===== src/rtl/dwell_pkg.sv =====
package dwell_pkg;

  typedef enum logic {
    ST_A = 1'b0,
    ST_B = 1'b1
  } dwell_state_t;

  // Strobes from control to the run counter
  typedef struct packed {
    logic clr;  // return the count to zero
    logic inc;  // advance the count by one
  } cnt_op_t;

endpackage


===== src/rtl/dwell_datapath.sv =====
module dwell_datapath #(
  parameter int UP_DWELL   = 3,
  parameter int DOWN_DWELL = 5
) (
  input  logic              clk,
  input  logic              rst,
  input  dwell_pkg::cnt_op_t cntOp,
  input  logic              useDown,
  output logic              lastStep
);
  localparam int MAX_DWELL = (UP_DWELL > DOWN_DWELL) ? UP_DWELL : DOWN_DWELL;
  localparam int CW        = (MAX_DWELL > 1) ? $clog2(MAX_DWELL) : 1;
  localparam logic [CW-1:0] UP_LAST   = CW'(UP_DWELL - 1);
  localparam logic [CW-1:0] DOWN_LAST = CW'(DOWN_DWELL - 1);

  logic [CW-1:0] runCnt;
  logic [CW-1:0] lastValue;

  // Count value reached just before the sample that completes the run
  assign lastValue = useDown ? DOWN_LAST : UP_LAST;
  assign lastStep  = (runCnt == lastValue);

  always_ff @(posedge clk) begin
    if (rst || cntOp.clr) begin
      runCnt <= '0;
    end else if (cntOp.inc) begin
      runCnt <= runCnt + CW'(1);
    end
  end

endmodule


===== src/rtl/dwell_control.sv =====
module dwell_control (
  input  logic               clk,
  input  logic               rst,
  input  logic               xIn,
  input  logic               lastStep,
  output dwell_pkg::cnt_op_t cntOp,
  output logic               useDown,
  output logic               stateB,
  output logic               switchPulse
);
  import dwell_pkg::*;

  dwell_state_t curState;
  logic         doToggle;

  assign doToggle  = xIn && lastStep;
  assign useDown   = (curState == ST_B);
  assign cntOp.clr = !xIn || lastStep;
  assign cntOp.inc = xIn && !lastStep;

  always_ff @(posedge clk) begin
    if (rst) begin
      curState    <= ST_A;
      switchPulse <= 1'b0;
    end else begin
      if (doToggle) begin
        curState <= (curState == ST_A) ? ST_B : ST_A;
      end
      switchPulse <= doToggle;
    end
  end

  assign stateB = (curState == ST_B);

endmodule


===== src/rtl/dwell_toggler.sv =====
module dwell_toggler #(
  parameter int UP_DWELL   = 3,
  parameter int DOWN_DWELL = 5
) (
  input  logic clk,
  input  logic rst,
  input  logic xIn,
  output logic stateB,
  output logic switchPulse
);
  dwell_pkg::cnt_op_t cntOp;
  logic               useDown;
  logic               lastStep;

  dwell_control u_ctrl (
    .clk         (clk),
    .rst         (rst),
    .xIn         (xIn),
    .lastStep    (lastStep),
    .cntOp       (cntOp),
    .useDown     (useDown),
    .stateB      (stateB),
    .switchPulse (switchPulse)
  );

  dwell_datapath #(
    .UP_DWELL   (UP_DWELL),
    .DOWN_DWELL (DOWN_DWELL)
  ) u_dp (
    .clk      (clk),
    .rst      (rst),
    .cntOp    (cntOp),
    .useDown  (useDown),
    .lastStep (lastStep)
  );

endmodule


===== config.mk =====
export PLATFORM = sky130hd
export DESIGN_NAME = dwell_toggler
export DESIGN_NICKNAME = d
export VERILOG_FILES = /design/src/rtl/dwell_pkg.sv /design/src/rtl/dwell_datapath.sv /design/src/rtl/dwell_control.sv /design/src/rtl/dwell_toggler.sv
export SDC_FILE = /design/constraint.sdc
export NUM_CORES = 1
export LEC_CHECK = 0
export BUFFER_PORTS_ARGS = -buffer_cell sky130_fd_sc_hd__buf_2
export CAP_MARGIN = 20
export CORE_AREA = 2 2 39 41
export CTS_CLUSTER_SIZE = 24
export DETAILED_ROUTE_END_ITERATION = 8
export DIE_AREA = 0 0 41 43
export PLACE_DENSITY_LB_ADDON = 0.12
export SLEW_MARGIN = 15
export SYNTH_ARGS = -nofsm -noshare
export SYNTH_HDL_FRONTEND = slang
export SYNTH_SLANG_ARGS = --single-unit

===== constraint.sdc =====
create_clock -name clk -period 1.8 [get_ports clk]
set_clock_uncertainty 0.2 [all_clocks]
set_input_delay 0.54 -clock clk [delete_from_list [all_inputs] [get_ports clk]]
set_output_delay 0.54 -clock clk [all_outputs]
set_load 0.01 [all_outputs]

==> results_dict.tcl, run 1 <==
set metrics [dict create \
    grt_pass1_wl_um 779 \
    ys_warn_count 0 \
    grt_max_degree 6 \
    netlist-cell-type-count 15 \
    gp_congestion 0.738 \
    post_drt_via_cell_ratio 3.87 \
    num_rows 14 \
    drt_iter0_drc 4 \
    dp_hpwl_um 306 \
    max_cap_viol_count 0 \
    status "finished clean" \
    final_cell_mix "dfxtp_1 (5), buf_2 (4), clkbuf_4 (3), nand2_1 (2), nor3_1 (2)" \
    crit_fanout 4 \
    drive_above_1_share 0.379 \
    nFillCells 158 \
    path_cells "buf_2" \
    numCtsBuffers 3 \
    vdd_drop_max_mv 0.447 \
    syn2layout_area_growth_pct 29.3 \
    netlist_instances 21 \
    cp_data_arrival_time_ps 760 \
    clock_sinks 5 \
    finalSetupTns_ps 0 \
    antenna_found_initial 0 \
    cp.buffers_inverters 1 \
    via_count 174 \
    die_width_um 41 \
    remaining_drc_errors 0 \
    clockBufferDepth 2 \
    grt_setup_unrepaired "no" \
    ant_nets 0 \
    p_per_area_nw_per_um2 926 \
    max_stage_delay_ps 370 \
    syn_nets 25 \
    tightest_slew_ps 208 \
    n_antenna_cell 0 \
    cts-root-buf "clkbuf_4" \
    post-route-min-period_ps 1500 \
    report.final.slew_viol_count 0 \
    cts_tree "yes" \
    hold_path_class "reg2reg" \
    cp_slowest_cell "dfxtp_1" \
    synth.avg_cell_area_um2 10.8 \
    wl_per_cell_um 9.73 \
    initial_core_util 0.164 \
    grt_pass1_vias 167 \
    ctsHoldBuffers 0 \
    htreeDepth 1 \
    timing.final.crit_share 0.835 \
    final_net_count 34 \
    combPwrFrac 0.069 \
    grt.overflow.total 0 \
    leakage_nw 0.115 \
    path_class "reg2out" \
    p_sw_uw 63.5 \
    crit_path_start_kind "flop" \
    power_frac_seq 0.432 \
    slew_headroom 0.859 \
    port_buffers 4 \
    dr.pass1.iters 3 \
    core-area_um2 1380 \
    postCtsSetupBuffers 0 \
    cts.repair.resized 0 \
    synth_seq_cells 5 \
    layout_commonest_cell "dfxtp_1" \
    finalHoldViolations 0 \
    io_pins 5 \
    max_freq_mhz 665 \
    required_ps 1060 \
    switching_share 0.234 \
    die_area_um2 1760 \
    setup_violations 0 \
    clk_pin_slew_ps 50 \
    syn_area_um2 226 \
    worstSkewPairLatency_ps 250 \
    routed_wl_um 438 \
    path_delay_family "flip-flops" \
    die_y_um 43 \
    clkPwrFrac 0.500 \
    p_int_uw 208 \
    gr-usage-all-layers 0.0734 \
    layout.cells.non_filler 45 \
    dp.cells 41 \
    yosysSeqAreaShare 0.442 \
    setup.worst_path.end_class "output pin" \
]
[cell type report]
cell class / count / area [um2] / share of cell area
inverters: 1 / 3.75 / 0.0128
flip-flops and latches: 5 / 100 / 0.342
multi-input cells: 15 / 123 / 0.419
clock buffers: 4 / 26.3 / 0.0897
repair buffers: 4 / 20.0 / 0.0684
well taps: 16 / 20.0 / 0.0684
[power groups by stage]
stage	clock network [mW]	registers, mW	logic, mW
floorplan	0	0.119	0.0115
global placement	0	0.119	0.0189
detailed placement	0	0.119	0.0188
CTS	0.143	0.117	0.0189
global route	0.149	0.118	0.0208
finish	0.135	0.117	0.0187
[synthesized netlist by cell type]
| master | n | area share |
|---|---|---|
| a21oi_2 | 1 | 0.039 |
| dfxtp_1 | 5 | 0.44 |
| or3b_4 | 1 | 0.050 |
| or3b_1 | 1 | 0.039 |
| nor4b_1 | 1 | 0.039 |
| nand2b_4 | 1 | 0.061 |
| xnor2_1 | 1 | 0.039 |
| nand3b_1 | 1 | 0.033 |
| ha_1 | 1 | 0.055 |
| nand2_1 | 2 | 0.033 |
| nor3_1 | 2 | 0.044 |
| inv_1 | 1 | 0.017 |
| a21oi_1 | 1 | 0.022 |
| a211oi_2 | 1 | 0.055 |
| o31ai_1 | 1 | 0.033 |
[stage by stage]
stage	util	setup slack (ps)	power, mW	instance area (um2)	hold slack, ps
6_report	0.212	296	0.271	293	312
5_1_grt	0.212	250	0.288	293	316
4_1_cts	0.212	277	0.279	293	312
3_5_place_dp	0.193	329	0.138	267	315
3_3_place_gp	0.193	335	0.138	267	295
2_1_floorplan	-	502	0.130	226	312
[layer usage]
layer	global-route usage	routed length, um	up-vias
met4	0	0	0
met5	0	0	-
li1	-	-	92
met1	0.0903	198	75
met2	0.0813	178	7
met3	0.0995	61	0
[worst register-to-register path, cell delays in order (launching register included)]
cell	delay [ps]
dfxtp_1	370
or3b_4	420
a21oi_2	180
nor4b_1	70
[sequential cells by signal, summed over array words and instances (netlist names)]
| signal | count |
|---|---|
| u_ctrl.stateB | 1 |
| u_ctrl.switchPulse | 1 |
| u_dp.runCnt | 3 |
[worst paths after layout]
check | cells after the start | from | slack [ps] | end
max | 1 | u_ctrl.stateB | 300 | stateB
min | 2 | u_ctrl.stateB | 310 | u_ctrl.stateB
max reg2reg | 3 | u_dp.runCnt[1] | 450 | u_dp.runCnt[2]
min reg2reg | 2 | u_ctrl.stateB | 310 | u_ctrl.stateB
[cell families (layout without fill, tap and decap cells)]
group,after synthesis,in the layout,synth area share
AND/OR/NAND/NOR,9,9,0.298
XOR/XNOR,1,1,0.0387
AO/OA/AOI/OAI,4,4,0.149
buffers and inverters,1,9,0.0166
flip-flops,5,5,0.442
adder cells (fa/ha/maj),1,1,0.0552
Note: power is estimated with default switching activity, not from simulation.
==> inputs of run 2 (changes only) <==
==> constraint.sdc (replaced) <==
create_clock -name clk -period 1.5 [get_ports clk]
set_clock_uncertainty 0.2 [all_clocks]
set_input_delay 0.45 -clock clk [delete_from_list [all_inputs] [get_ports clk]]
set_output_delay 0.45 -clock clk [all_outputs]
set_load 0.01 [all_outputs]
==> results_dict.tcl, run 2 (synthesized netlist as in run 1, its figures left out) <==
set metrics [dict create \
    status "finished clean" \
    clkPwrFrac 0.494 \
    leakage_nw 0.115 \
    largest_reg_flops 3 \
    clk_pin_slew_ps 40 \
    cp_slowest_cell "dfxtp_1" \
    whs_ps 226 \
    die_area_um2 1760 \
    die_y_um 43 \
    hold_path_class "in2reg" \
    final_net_count 34 \
    postCtsSetupBuffers 0 \
    grt_setup_unrepaired "no" \
    dr_wl_met2_um 186 \
    p_sw_uw 73.3 \
    wl_per_cell_um 9.80 \
    drt-met1-wl_um 209 \
    setup.worst_path.end_class "output pin" \
    die_width_um 41 \
    path_cells "buf_2" \
    htreeDepth 1 \
    finalSetupTns_ps 0 \
    nFillCells 159 \
    clockBufferDepth 2 \
    crit_fanout 4 \
    grt_pass1_vias 187 \
    power_frac_seq 0.436 \
    via_count 179 \
    final_cell_mix "dfxtp_1 (5), buf_2 (4), clkbuf_4 (3), nand2_1 (2), nor3_1 (2)" \
    dr.pass1.iters 2 \
    n_antenna_cell 0 \
    path_delay_family "flip-flops" \
    grt.overflow.total 0 \
    gr-usage-all-layers 0.0714 \
    routed_wl_um 441 \
    tightest_slew_ps 221 \
    initial_core_util 0.164 \
    gp_congestion 0.719 \
    report.final.slew_viol_count 0 \
    post_drt_via_cell_ratio 3.98 \
    grt_max_degree 6 \
    grt_pass1_wl_um 765 \
    cp_data_arrival_time_ps 750 \
    slew_headroom 0.850 \
    timing.final.crit_share 0.936 \
    wl_met3_um 29 \
    num_rows 14 \
    syn2layout_area_growth_pct 29.3 \
    core-area_um2 1380 \
    port_buffers 4 \
    worstSkewPairLatency_ps 240 \
    dp.cells 41 \
    drive_above_1_share 0.379 \
    layout_commonest_cell "dfxtp_1" \
    finalHoldViolations 0 \
    switching_share 0.227 \
    power.total_uw 322 \
    placed_area_um2 267 \
    combPwrFrac 0.069 \
    cp.buffers_inverters 1 \
    max_stage_delay_ps 360 \
    final_area_um2 293 \
    ant_nets 0 \
    setup_violations 0 \
    drt_iter0_drc 2 \
    crit_path_start_kind "flop" \
    cts-root-buf "clkbuf_4" \
    io_pins 5 \
    vdd_drop_max_mv 0.289 \
    max_freq_mhz 712 \
    p_int_uw 249 \
    remaining_drc_errors 0 \
    clock_sinks 5 \
    highest_layer "met4" \
    max_cap_viol_count 0 \
    antenna_found_initial 0 \
    cts_tree "yes" \
    path_class "reg2out" \
    dp_hpwl_um 331 \
    layout.cells.non_filler 45 \
    ctsHoldBuffers 0 \
    p_per_area_nw_per_um2 1100 \
    cts.repair.resized 0 \
    required_ps 850 \
    post-route-min-period_ps 1400 \
    numCtsBuffers 3 \
    largest-register "u_dp.runCnt" \
]
run 2: cell counts in the layout (fill, tap and decap cells not counted):
No cell type changed its count.
run 2: worst paths after layout:
kind,from,slack (ps),cells after the start,to
max,u_ctrl.stateB,100,1,stateB
min,rst,230,2,u_ctrl.switchPulse
max reg2reg,u_dp.runCnt[1],140,3,u_dp.runCnt[2]
min reg2reg,u_ctrl.stateB,300,2,u_ctrl.stateB
run 2: layout make-up:
type / count / area, um2 / share of cell area
tap: 16 / 20.0 / 0.0684
inverter: 1 / 3.75 / 0.0128
sequential: 5 / 100 / 0.342
clock buffer: 4 / 26.3 / 0.0897
timing repair buffer: 4 / 20.0 / 0.0684
multi-input combinational: 15 / 123 / 0.419
run 2: metal layers:
metal / track usage / vias up
met3: 0.0314 / 2
li1: - / 92
met1: 0.0903 / 78
met4: 0.0800 / 0
met5: 0 / -
met2: 0.0781 / 7
run 2: power groups by stage:
stage,registers (mW),clock network (mW),logic [mW]
CTS,0.141,0.168,0.0229
global placement,0.143,0,0.0227
global route,0.141,0.176,0.0251
finish,0.141,0.159,0.0224
floorplan,0.143,0,0.0138
detailed placement,0.143,0,0.0228
run 2: through the flow:
stage               worst slack [ps]  utilization
floorplan                        219            -
global placement                 125        0.193
detailed placement               117        0.193
CTS                             73.6        0.212
global route                    50.9        0.212
finish                          96.0        0.212
